==> config.mk <==
export PLATFORM = sky130hd
export DESIGN_NAME = cmpf_gen
export DESIGN_NICKNAME = d
export VERILOG_FILES = /design/src/rtl/cmpf_pkg.sv /design/src/rtl/cmpf_operand_sel.sv /design/src/rtl/cmpf_relation.sv /design/src/rtl/cmpf_gen.sv
export SDC_FILE = /design/constraint.sdc
export NUM_CORES = 1
export LEC_CHECK = 0
export BUFFER_PORTS_ARGS = -buffer_cell sky130_fd_sc_hd__buf_2
export CORE_ASPECT_RATIO = 0.7
export CORE_MARGIN = 3
export CORE_UTILIZATION = 45
export DETAILED_ROUTE_END_ITERATION = 7
export HOLD_SLACK_MARGIN = 0.12
export PLACE_DENSITY = 0.95
export SETUP_SLACK_MARGIN = 0.02
export SLEW_MARGIN = 25
export SYNTH_ARGS = -nofsm -noshare
export SYNTH_HDL_FRONTEND = slang
export SYNTH_SLANG_ARGS = --single-unit
==> constraint.sdc <==
create_clock -name clk -period 6.4 [get_ports clk]
set_clock_uncertainty 0.15 [all_clocks]
set_input_delay 0.64 -clock clk [delete_from_list [all_inputs] [get_ports clk]]
set_output_delay 0.64 -clock clk [all_outputs]
set_load 0.02 [all_outputs]
==> src/rtl/cmpf_pkg.sv <==
package cmpf_pkg;
    typedef enum logic [1:0] {
        MODE_REG  = 2'd0,
        MODE_IMM  = 2'd1,
        MODE_REC  = 2'd2,
        MODE_RSVD = 2'd3
    } cmp_mode_e;

    typedef enum logic {
        ST_IDLE  = 1'b0,
        ST_WRITE = 1'b1
    } wr_state_e;

    typedef struct packed {
        logic lt;
        logic gt;
        logic eq;
        logic so;
    } cond_field_t;
endpackage

==> src/rtl/cmpf_operand_sel.sv <==
module cmpf_operand_sel
    import cmpf_pkg::*;
#(
    parameter int DATA_W = 32,
    parameter int IMM_W  = 16
) (
    input  cmp_mode_e          mode,
    input  logic               req_signed,
    input  logic [DATA_W-1:0]  opb,
    input  logic [IMM_W-1:0]   imm,
    output logic [DATA_W-1:0]  b_eff,
    output logic               signed_eff
);
    localparam int EXT_W = DATA_W - IMM_W;

    logic [DATA_W-1:0] imm_sext;
    logic [DATA_W-1:0] imm_zext;

    assign imm_sext = {{EXT_W{imm[IMM_W-1]}}, imm};
    assign imm_zext = {{EXT_W{1'b0}}, imm};

    always_comb begin
        unique case (mode)
            MODE_IMM: begin
                b_eff      = req_signed ? imm_sext : imm_zext;
                signed_eff = req_signed;
            end
            MODE_REC: begin
                b_eff      = '0;
                signed_eff = 1'b1;
            end
            default: begin
                b_eff      = opb;
                signed_eff = req_signed;
            end
        endcase
    end
endmodule

==> src/rtl/cmpf_relation.sv <==
module cmpf_relation #(
    parameter int DATA_W = 32
) (
    input  logic [DATA_W-1:0] a,
    input  logic [DATA_W-1:0] b,
    input  logic              signed_cmp,
    output logic              lt,
    output logic              gt,
    output logic              eq
);
    logic [DATA_W-1:0] a_biased;
    logic [DATA_W-1:0] b_biased;

    // flipping the sign bit maps signed order onto unsigned order
    assign a_biased = {a[DATA_W-1] ^ signed_cmp, a[DATA_W-2:0]};
    assign b_biased = {b[DATA_W-1] ^ signed_cmp, b[DATA_W-2:0]};

    always_comb begin
        eq = (a == b);
        lt = (a_biased < b_biased);
        gt = !eq && !lt;
    end
endmodule

==> src/rtl/cmpf_gen.sv <==
module cmpf_gen
    import cmpf_pkg::*;
#(
    parameter int DATA_W = 32,
    parameter int IMM_W  = 16,
    parameter int IDX_W  = 3
) (
    input  logic              clk,
    input  logic              rst_n,
    input  logic              req_valid,
    input  logic [1:0]        req_mode,
    input  logic              req_signed,
    input  logic              req_has_dest,
    input  logic [IDX_W-1:0]  req_dest,
    input  logic [DATA_W-1:0] opa,
    input  logic [DATA_W-1:0] opb,
    input  logic [IMM_W-1:0]  imm,
    input  logic              so_in,
    input  logic              ov_in,
    output logic              wr_en,
    output logic [IDX_W-1:0]  wr_field,
    output logic [3:0]        wr_value
);
    localparam logic [IDX_W-1:0] DEFAULT_IDX = '0;

    cmp_mode_e         mode;
    wr_state_e         state_q, state_d;
    logic              accept;
    logic [DATA_W-1:0] b_eff;
    logic              signed_eff;
    logic              rel_lt, rel_gt, rel_eq;
    cond_field_t       field_d, field_q;
    logic [IDX_W-1:0]  idx_d, idx_q;

    assign mode   = cmp_mode_e'(req_mode);
    assign accept = req_valid && (mode != MODE_RSVD);

    cmpf_operand_sel #(.DATA_W(DATA_W), .IMM_W(IMM_W)) u_sel (
        .mode       (mode),
        .req_signed (req_signed),
        .opb        (opb),
        .imm        (imm),
        .b_eff      (b_eff),
        .signed_eff (signed_eff)
    );

    cmpf_relation #(.DATA_W(DATA_W)) u_rel (
        .a          (opa),
        .b          (b_eff),
        .signed_cmp (signed_eff),
        .lt         (rel_lt),
        .gt         (rel_gt),
        .eq         (rel_eq)
    );

    always_comb begin
        field_d.lt = rel_lt;
        field_d.gt = rel_gt;
        field_d.eq = rel_eq;
        if (mode == MODE_REC) begin
            field_d.so = so_in | ov_in;
            idx_d      = DEFAULT_IDX;
        end else begin
            field_d.so = so_in;
            idx_d      = req_has_dest ? req_dest : DEFAULT_IDX;
        end
    end

    // next-state logic
    always_comb begin
        unique case (state_q)
            ST_IDLE:  state_d = accept ? ST_WRITE : ST_IDLE;
            ST_WRITE: state_d = accept ? ST_WRITE : ST_IDLE;
            default:  state_d = ST_IDLE;
        endcase
    end

    // state register
    always_ff @(posedge clk) begin
        if (!rst_n) state_q <= ST_IDLE;
        else        state_q <= state_d;
    end

    // output registers
    always_ff @(posedge clk) begin
        if (!rst_n) begin
            field_q <= '0;
            idx_q   <= '0;
        end else if (accept) begin
            field_q <= field_d;
            idx_q   <= idx_d;
        end
    end

    assign wr_en    = (state_q == ST_WRITE);
    assign wr_field = idx_q;
    assign wr_value = field_q;


    wr_follows_accept_chk: assert property (@(posedge clk) disable iff (!rst_n)
        accept |=> wr_en);


    rsvd_no_write_chk: assert property (@(posedge clk) disable iff (!rst_n)
        (req_valid && mode == MODE_RSVD) |=> !wr_en);


    rel_onehot_chk: assert property (@(posedge clk) disable iff (!rst_n)
        wr_en |-> $countones(wr_value[3:1]) == 1);


    rec_slot_zero_chk: assert property (@(posedge clk) disable iff (!rst_n)
        (accept && mode == MODE_REC) |=> (wr_field == DEFAULT_IDX));


    rec_so_chk: assert property (@(posedge clk) disable iff (!rst_n)
        (accept && mode == MODE_REC) |=> (wr_value[0] == $past(so_in | ov_in)));


    cmp_so_chk: assert property (@(posedge clk) disable iff (!rst_n)
        (accept && mode != MODE_REC) |=> (wr_value[0] == $past(so_in)));
endmodule

* After elaboration in Yosys (flattened, before gate mapping) *
Cells that the tools add are included.
Widths: inputs -> output; s select.

storage, ports and cells
  register bits = 8
  input port bits = 92
  output and inout port bits = 8
  word-level logic and storage cells = 25

operators by class
  order comparisons = 1
  equality and inequality tests = 4
  muxes and demuxes = 7
  bitwise logic cells = 3
  reductions and logical operators = 4

operators with widths
  cell                number
  $pmux 32 s2         1
  $eq 32x32->1        1
  $lt 32x32->1        1
  $mux 32             1
  $mux 3              2
  $mux 1              3
  $eq 2x1->1 const B  1
  $eq 2x2->1 const B  1
  $logic_and 1x1->1   2
  $logic_not 1->1     2
  $ne 2x2->1 const B  1
  $xor 1x1->1         2
  $or 1x1->1          1

* Logic depth before layout (Yosys ltp) *
Gate-level depths: netlist of the first run.

  depth in word-level cells = 6
  mapped depth = 13
  depth with buffers taken out = 11

* By module *
A second synthesis of the first run with hierarchy kept.

unflattened totals
  cells, all modules = 206
  area total of the unflattened synthesis = 1550.2 sq um

modules (own cells, without submodules)
  module            instances  cells an instance  area an instance (sq um)
  cmpf_relation     1          115                837.1
  cmpf_operand_sel  1          63                 395.4
  cmpf_gen          1          28                 317.8

* Least setup slack after synthesis of the first run *
OpenSTA, ideal clock, no wires.

  path kind = in2reg
  from = in req_mode[0]
  to = reg field_q (netlist bit wr_value[2])
  library setup time = 133 ps
  data arrival time = 2826 ps
  data required time = 6117 ps
  setup slack = 3290 ps
  stages = 13
  cells stage by stage = inv_1 -> ha_1 -> buf_2 -> inv_1 -> clkbuf_1 -> and3_1 -> a21oi_1 -> ha_1 -> a21oi_1 -> nand2_1 -> a221o_1 -> o311ai_2 -> a211oi_1

on the way
  word-level cells in the longest chain between the ends = 6
  elaborated cells on any way between the ends = 13
  classes of those cells = order compare (1); eq/ne (4); mux (2); bitwise (2); reduce/logical (4)

RTL lines
  what                                      line                                      RTL
  start, declared                           cmpf_gen.sv:11                            input logic [1:0] req_mode,
  $eq 2x2->1 or $eq 2x1->1 (tied branches)  cmpf_operand_sel.sv:23                    unique case (mode)
  $pmux 32 s2 or $mux 1 (tied branches)     cmpf_operand_sel.sv:23
  $xor 1x1->1, on equally long branches     cmpf_relation.sv:16, cmpf_relation.sv:15
  $lt 32x32->1                              cmpf_relation.sv:20                       lt = (a_biased < b_biased);
  $logic_not 1->1                           cmpf_relation.sv:21                       gt = !eq && !lt;
  $logic_and 1x1->1                         cmpf_relation.sv:21
  end signal, assigned                      cmpf_gen.sv:90                            field_q <= field_d;
  end, declared                             cmpf_gen.sv:32                            cond_field_t field_d, field_q;

Parallel ways exist; a longest one is shown, timed or not.
A chain may end at the register's enable or synchronous reset.

* Final worst setup path of the first run *
  from = in req_mode[0]
  to = reg field_q (netlist bit wr_value[3])

on the way
  word-level cells in the longest chain between the ends = 4
  elaborated cells on any way between the ends = 9
  classes of those cells = order compare (1); eq/ne (3); mux (2); bitwise (2); reduce/logical (1)

RTL lines
  what                                      line
  $eq 2x2->1 or $eq 2x1->1 (tied branches)  cmpf_operand_sel.sv:23
  $pmux 32 s2 or $mux 1 (tied branches)     cmpf_operand_sel.sv:23
  $xor 1x1->1, on equally long branches     cmpf_relation.sv:16, cmpf_relation.sv:15
  $lt 32x32->1                              cmpf_relation.sv:20

Parallel ways exist; a longest one is shown, timed or not.

==> results.ini, run 1 <==
[worst_hold_path]
min_path_type=register to register
min_to=wr_field[0]$_SDFFE_PN0P_
hp-start=wr_field[0]$_SDFFE_PN0P_
hold_depth=2

[synthesis]
netlist_area_um2=1390
synth_most_common_cell=ha_1
synth-simple-area-share_pct=22.4
yosys_warnings=0
synth_cell_types=35
synth.area.top_cells=ha_1 (32%), dfxtp_1 (12%), a21oi_1 (10%), and3_1 (7.2%), o21ai_0 (6.8%)
netlist_instances=176
syn_nets=303
synth-compound-area-share_pct=28.7
synth_top_family_by_area=adder cells
synthFlopType=dfxtp_1
yosys-top-cells-count=ha_1 (35), a21oi_1 (28), o21ai_0 (19)
synth_edf_count=0
synth_largest_area_cell=ha_1
synth-seq-cells=8
synthMuxAreaShare_pct=0
avgSynthCellArea_um2=7.89
async_flop_share_pct=0
synthAdderAreaFrac_pct=31.5
synth_top_area_share_pct=31.5
synth_xor_area_share_pct=1.89
yosysSeqAreaShare_pct=11.5

[clock_network]
cts_tree=built
post-cts-setup-buffers=0
cts_sinks=8
clock-root-buffer=clkbuf_8
htreeDepth=1
cts_hold_buf=0
cts.path.max_buffers=2
cts_resized=0
clkTransAtPathRegs_ns=0.04
cts_made_buffers=3
insertion_delay_ns=0.22

[timing]
fin_crit_ns=3.72
fmax_mhz=269
worst_pin_slew_ns=0.724
setup-violations-final=0
worst_slack_ns=2.68
hold-worst-slack_ns=0.377
relSlewSlack_pct=51.7
finalMaxSlewViolations=0
grt_setup_unrepaired=false
finalHoldViolCount=0
fin_setup_tns_ns=0
final.period_utilization_pct=58.1

[power_and_ir_drop]
leakagePower_nw=1.05
power.density_nw_per_um2=132
ir_worst_vdd_v=0.0000592

[detailed_routing]
routed_wl_um=4070
ant_nets=0
drt-vias-per-instance=5.52
wl_per_cell_um=13.3
post-route-drc-count=0
vias=1689
drt_pre_antenna_iters=4
drt_iter0_markers=50

[setup_path]
reg2reg_depth=2
r2r-end=wr_value[3]$_SDFFE_PN0P_
cp_slowest_cell=ha_1
regToRegSetupSlack_ns=5.52
crit_buf_inv=3
crit-reg2reg-launch=wr_value[3]$_SDFFE_PN0P_
cp_max_fo=31
cp.required_ns=6.37
path_delay_family=compound AO/OA/AOI/OAI gates
crit_chain=buf_2 > inv_1 > ha_1 > inv_1 > o21a_2 > xor2_1 > ha_1 > nand4_1 > a2111oi_0 > nor4_1 > a31o_1
cp-start-kind=input pin
slowest_delay_ns=0.63
end_kind=register
path_class=input pin to register
crit_arrival_ns=3.69

[floorplan]
io_pins=100
die-width_um=72.4
die_y_um=52.5
core_um2=2860
dieArea_um2=3800
rows=16
start_util_pct=48.5

[global_routing]
grt_overflow=0
grt_pass1_vias=1554
antenna_found_initial=0
grt_pass1_wl_um=6310
grt_usage_pct=20.6
grt_max_degree=32

[finish]
nFillCells=265
seq_area_um2=160
nets=399
n_antenna_cell=0
multi_input_area_um2=1170
layout-drive-gt1-share_pct=40.0
syn_to_final_growth_pct=39.1
stdcell_area_um2=1930

[place]
pre_cts_ws_ns=2.43
dp_hpwl_um=3480
globalplace.congestion=0.783
place_area_um2=1890
port_buffers=99

[status]
status=completed

[flow_run]
max-cap-violations=0

==> kinds of logic after synthesis <==
kind of cell	after synthesis
AO/OA/AOI/OAI	66
adder cells (fa/ha/maj)	35
AND/OR/NAND/NOR	52
flip-flops	8
buffers and inverters	12
XOR/XNOR	3
==> state kept, by name, summed over array words and instances (netlist names) <==
name / count
wr_value: 4
wr_field: 3
wr_en: 1
==> routing by layer <==
metal | vias up | share of wire [%] | wire [um] | track usage (%)
li1 | 873 | - | - | -
met5 | - | 0 | 0 | 0
met4 | 0 | 0.61 | 25 | 4.91
met3 | 2 | 8.9 | 364 | 4.41
met2 | 62 | 45 | 1850 | 35.6
met1 | 752 | 45 | 1840 | 26.2
==> worst register-to-register path: stages (launching register included) <==
cell and delay (ns):
dfxtp_1 0.31, and3_1 0.14, a31o_1 0.17
==> cell usage in the layout, fill, tap and decap left out, types with 2 or more instances in the layout <==
master    netlist  layout
a211oi_1        2       2
a21o_1          4       4
a21oi_1        28      28
a22oi_1         3       3
and2_1          2       2
and3_1         16      16
buf_2           1      99
clkbuf_8        0       3
dfxtp_1         8       8
ha_1           35      35
inv_1           4       4
nand2_1         6       6
nand3_1         7       7
nand4_1         7       7
nor2_1          3       3
nor2b_1         5       5
nor4_1          2       2
o21ai_0        19      19
xnor2_1         2       2
==> power breakdown <==
group | internal [W] | switching, W | total, W
clock | 0.0000406 | 0.0000186 | 0.0000592
sequential | 0.0000531 | 0.00000127 | 0.0000544
combinational | 0.0000667 | 0.0000749 | 0.000142
total | 0.000160 | 0.0000947 | 0.000255
==> how the worst max path moves through the flow <==
stage / start / endpoint / cells past startpoint
after CTS: req_mode[0] / wr_value[3]$_SDFFE_PN0P_ / 11
after floorplan: req_mode[0] / wr_value[2]$_SDFFE_PN0P_ / 13
after detailed placement: req_mode[0] / wr_value[3]$_SDFFE_PN0P_ / 11
after global placement: req_mode[0] / wr_value[3]$_SDFFE_PN0P_ / 11
final: req_mode[0] / wr_value[3]$_SDFFE_PN0P_ / 11
after global routing: req_mode[0] / wr_value[2]$_SDFFE_PN0P_ / 12
==> final cells by class <==
cell class              count  share of cell area [%]
multi-input cells         156                    60.8
clock buffers               3                    2.14
flip-flops and latches      8                    8.29
inverters                   4                   0.777
repair buffers             99                    25.6
well taps                  36                    2.33
==> through the flow <==
step,total power (W),std cells,utilization [%]
2_1_floorplan,0.000145,176,-
6_report,0.000255,306,67.5
4_1_cts,0.000257,306,67.5
5_1_grt,0.000278,306,67.5
3_3_place_gp,0.000189,303,66.0
3_5_place_dp,0.000195,303,66.0
Power figures use the tool's default switching activity.
==> run 2: changes to the inputs <==
- CORE_UTILIZATION: 45 -> 37
- PLACE_DENSITY: 0.95 -> 0.85
- clock period: 6.4 -> 3.3 ns (I/O delays scaled with it)
==> run 2 against run 1 <==
Compared with the run above:
- hold slack got worse by 0.16 ns
- final cell count up 4.6%
- routed wire length down 1.8%
- clock power grew 96%
- flip-flop and latch count is the same
- sequential share of layout area is 0.15 points lower
- sequential power increased by 93%
- global-route usage fell by 3.3 points
- combinational power is 92% higher
- die area grew 19%
- design area increased by 1.9%
- critical path depth unchanged
==> results.ini, run 2 (same netlist as run 1, synthesis figures left out) <==
[detailed_routing]
drt_pre_antenna_iters=4
drt-vias-per-instance=5.27
routed_wl_um=4000
drt_iter0_markers=42
ant_nets=0
vias=1687
post-route-drc-count=0
wl_per_cell_um=12.5

[setup_path]
crit_arrival_ns=2.78
path_class=input pin to register
cp_slowest_cell=nor4_1
cp-start-kind=input pin
cp.required_ns=3.26
slowest_delay_ns=0.43
end_kind=register
crit_buf_inv=4
cp_max_fo=18
crit_chain=buf_2 > inv_1 > ha_1 > inv_1 > buf_4 > o21ai_0 > ha_1 > nand4_1 > nor4_1 > o311ai_2 > a31o_1
path_delay_family=buffers and inverters

[finish]
largest_reg_flops=4
syn_to_final_growth_pct=41.7
final_cell_mix=buf_2 (99), ha_1 (35), a21oi_1 (28)
n_antenna_cell=0
final_common_cell=buf_2
layout-drive-gt1-share_pct=40.7
nets=402

[clock_network]
insertion_delay_ns=0.22
cts_sinks=8
post-cts-setup-buffers=0
cts_resized=0
clock-root-buffer=clkbuf_8
cts_tree=built
cts_hold_buf=0
cts_made_buffers=3
clkTransAtPathRegs_ns=0.04
cts.path.max_buffers=2
htreeDepth=1

[place]
dp_hpwl_um=3520
globalplace.congestion=0.769
pre_cts_ws_ns=0.256
port_buffers=99

[timing]
fmax_mhz=356
setup-violations-final=0
fin_crit_ns=2.81
worst_slack_ns=0.488
finalMaxSlewViolations=0
finalHoldViolCount=0
relSlewSlack_pct=73.6
worst_pin_slew_ns=0.393
grt_setup_unrepaired=false
final.period_utilization_pct=85.2
fin_setup_tns_ns=0

[global_routing]
grt_max_degree=19
grt_pass1_vias=1589
grt_pass1_wl_um=6550
grt_usage_pct=17.3
grt_overflow=0
antenna_found_initial=0

[status]
status=completed

[floorplan]
dieArea_um2=4540
io_pins=100
start_util_pct=41.3
die_y_um=57.3
rows=17
die-width_um=79.2
core_um2=3360

[worst_hold_path]
min_path_type=input pin to register

[power_and_ir_drop]
p_switching_w=0.000180
pwr-share-seq_pct=21.3
leakagePower_nw=1.06
intPower_w=0.000313
power.density_nw_per_um2=251
swShare_pct=36.6
power_frac_clock_pct=23.4
p_comb_share_pct=55.3
ir_worst_vdd_v=0.000148

[flow_run]
max-cap-violations=0

[run 2: layout make-up]
cell class / instances / area (um2)
Sequential cell: 8 / 160
Fill cell: 328 / 1390
Multi-Input combinational cell: 156 / 1170
Tap cell: 47 / 58.8
Clock buffer: 3 / 41.3
Timing Repair Buffer: 102 / 518
Inverter: 4 / 15.0
[run 2: metrics by stage]
stage          instances  total power, W  area, um2  hold slack, ns  util [%]
3_3_place_gp         317        0.000371       1930           0.356      57.3
5_1_grt              320        0.000542       1970           0.244      58.6
4_1_cts              320        0.000497       1970           0.220      58.6
6_report             320        0.000494       1970           0.219      58.6
3_5_place_dp         317        0.000378       1930           0.367      57.3
2_1_floorplan        176        0.000280       1390           0.297         -
[run 2: power groups by stage]
stage | combinational [W] | sequential, W | clock [W]
final | 0.000273 | 0.000105 | 0.000116
after global routing | 0.000314 | 0.000106 | 0.000123
after CTS | 0.000274 | 0.000105 | 0.000118
after detailed placement | 0.000271 | 0.000107 | 0
after global placement | 0.000265 | 0.000106 | 0
after floorplan | 0.000166 | 0.000114 | 0
[run 2: worst register-to-register path, stage by stage, from the launching register on]
cell and delay (ns):
dfxtp_1 0.30, and3_1 0.14, a31o_1 0.18
[run 2: layer usage]
| metal | part of all wire [%] | global-route usage (%) | wire length, um | up-vias |
|---|---|---|---|---|
| li1 | - | - | - | 879 |
| met2 | 45 | 30.8 | 1810 | 72 |
| met5 | 0 | 0 | 0 | - |
| met4 | 0.53 | 2.70 | 21 | 0 |
| met3 | 11 | 3.31 | 456 | 2 |
| met1 | 43 | 22.2 | 1710 | 734 |
[run 2: final timing paths]
kind | cells after the start | endpoint | startpoint | slack (ns)
worst max-delay path | 11 | wr_value[3]$_SDFFE_PN0P_ | req_mode[0] | 0.49
worst min register to register | 2 | wr_field[1]$_SDFFE_PN0P_ | wr_field[1]$_SDFFE_PN0P_ | 0.37
worst max register to register | 2 | wr_value[3]$_SDFFE_PN0P_ | wr_value[3]$_SDFFE_PN0P_ | 2.42
worst min-delay path | 3 | wr_field[1]$_SDFFE_PN0P_ | req_dest[1] | 0.22
==> run 3: changes to the inputs <==
- REMOVE_ABC_BUFFERS: default -> 1
==> run 3 against run 2 <==
Compared with the run above:
- routed wire length up 2.7%
- highest routed layer unchanged
- non-clock buffer count up 1
- critical path depth unchanged
- design area up 0.38%
- worst setup slack worse by 0.068 ns
- final cell count up 0.31%
==> results.ini, run 3 (same netlist as run 1, synthesis figures left out) <==
[timing]
worst_pin_slew_ns=0.424
fmax_mhz=347
final.period_utilization_pct=87.3
grt_setup_unrepaired=false
finalMaxSlewViolations=0
worst_slack_ns=0.420
relSlewSlack_pct=71.0
finalHoldViolCount=0
setup-violations-final=0
fin_crit_ns=2.88
fin_setup_tns_ns=0

[setup_path]
path_class=input pin to register
crit_arrival_ns=2.85
cp_max_fo=16
cp-start-kind=input pin
cp.required_ns=3.27
end_kind=register
reg2reg_depth=2
r2r-end=wr_value[3]$_SDFFE_PN0P_
regToRegSetupSlack_ns=2.43
crit-reg2reg-launch=wr_value[3]$_SDFFE_PN0P_

[place]
dp_hpwl_um=3590
port_buffers=99
pre_cts_ws_ns=0.167
globalplace.congestion=0.752

[clock_network]
htreeDepth=1
cts_hold_buf=0
cts_tree=built
cts.path.max_buffers=2
post-cts-setup-buffers=0
cts_resized=0
insertion_delay_ns=0.23
clock-root-buffer=clkbuf_8
cts_made_buffers=3
cts_sinks=8
clkTransAtPathRegs_ns=0.04

[finish]
syn_to_final_growth_pct=42.3
final_util_pct=58.8
n_antenna_cell=0
final_cell_mix=buf_2 (99), ha_1 (35), a21oi_1 (28)
largest_reg_flops=4
nFillCells=345
final_common_cell=buf_2
nets=403
layout-drive-gt1-share_pct=40.9

[global_routing]
grt_pass1_vias=1690
grt_usage_pct=18.4
grt_max_degree=21
antenna_found_initial=0
grt_overflow=0
grt_pass1_wl_um=6870

[power_and_ir_drop]
ir_worst_vdd_v=0.000185
power.density_nw_per_um2=252
leakagePower_nw=1.06

[floorplan]
io_pins=100
rows=17
dieArea_um2=4540
die_y_um=57.3
core_um2=3360
die-width_um=79.2
start_util_pct=41.3

[detailed_routing]
drt-vias-per-instance=5.24
ant_nets=0
post-route-drc-count=0
routed_wl_um=4110
wl_per_cell_um=12.8
drt_iter0_markers=42
drt_pre_antenna_iters=4
vias=1681

[flow_run]
max-cap-violations=0

[worst_hold_path]
min_to=wr_field[0]$_SDFFE_PN0P_
min_path_type=input pin to register
hold_depth=3
hp-start=req_dest[0]

[status]
status=completed

run 3: changes by cell type in the layout (fill, tap and decap cells not counted), sizes merged:
cell,before,now
buf,102,103
run 3: how the worst max path moves through the flow:
stage	start	to	slack [ns]	cells past startpoint
detailed placement	req_mode[0]	wr_value[3]$_SDFFE_PN0P_	0.17	11
CTS	req_mode[0]	wr_value[3]$_SDFFE_PN0P_	0.41	11
finish	req_mode[0]	wr_value[3]$_SDFFE_PN0P_	0.42	11
floorplan	req_mode[0]	wr_value[3]$_SDFFE_PN0P_	0.27	10
global placement	req_mode[0]	wr_value[3]$_SDFFE_PN0P_	0.29	13
global route	req_mode[0]	wr_value[3]$_SDFFE_PN0P_	0.21	12
run 3: power breakdown:
| group | switching [W] | internal, W |
|---|---|---|
| Clock | 0.0000382 | 0.0000790 |
| Combinational | 0.000142 | 0.000133 |
| Sequential | 0.00000254 | 0.000103 |
run 3: stage by stage:
stage	power, W	area (um2)	hold WS (ns)	std cells
3_3_place_gp	0.000376	1930	0.358	318
4_1_cts	0.000502	1980	0.216	321
2_1_floorplan	0.000275	1350	0.297	168
6_report	0.000498	1980	0.217	321
3_5_place_dp	0.000383	1930	0.375	318
5_1_grt	0.000549	1980	0.244	321
run 3: per-layer routing:
layer / part of all wire (%) / GRT usage [%] / routed length [um]
met1: 45 / 23.4 / 1840
met2: 44 / 30.5 / 1820
met3: 9.5 / 4.89 / 390
met4: 1.2 / 5.39 / 50
met5: 0 / 0 / 0
run 3: cell type report:
| cell class | count | area [um2] | area share, % |
|---|---|---|---|
| clock buffer | 3 | 41.3 | 2.09 |
| inverter | 4 | 15.0 | 0.760 |
| multi-input combinational | 156 | 1170 | 59.5 |
| sequential | 8 | 160 | 8.11 |
| tap | 47 | 58.8 | 2.98 |
| timing repair buffer | 103 | 526 | 26.6 |
run 3: worst max-delay path, cell delays in order:
cell       delay, ns
buf_2           0.10
inv_1           0.04
ha_1            0.38
a31o_2          0.35
o21a_2          0.17
xor2_1          0.14
ha_1            0.33
nand4_1         0.15
a2111oi_0       0.46
nor4_1          0.14
a31o_1          0.24
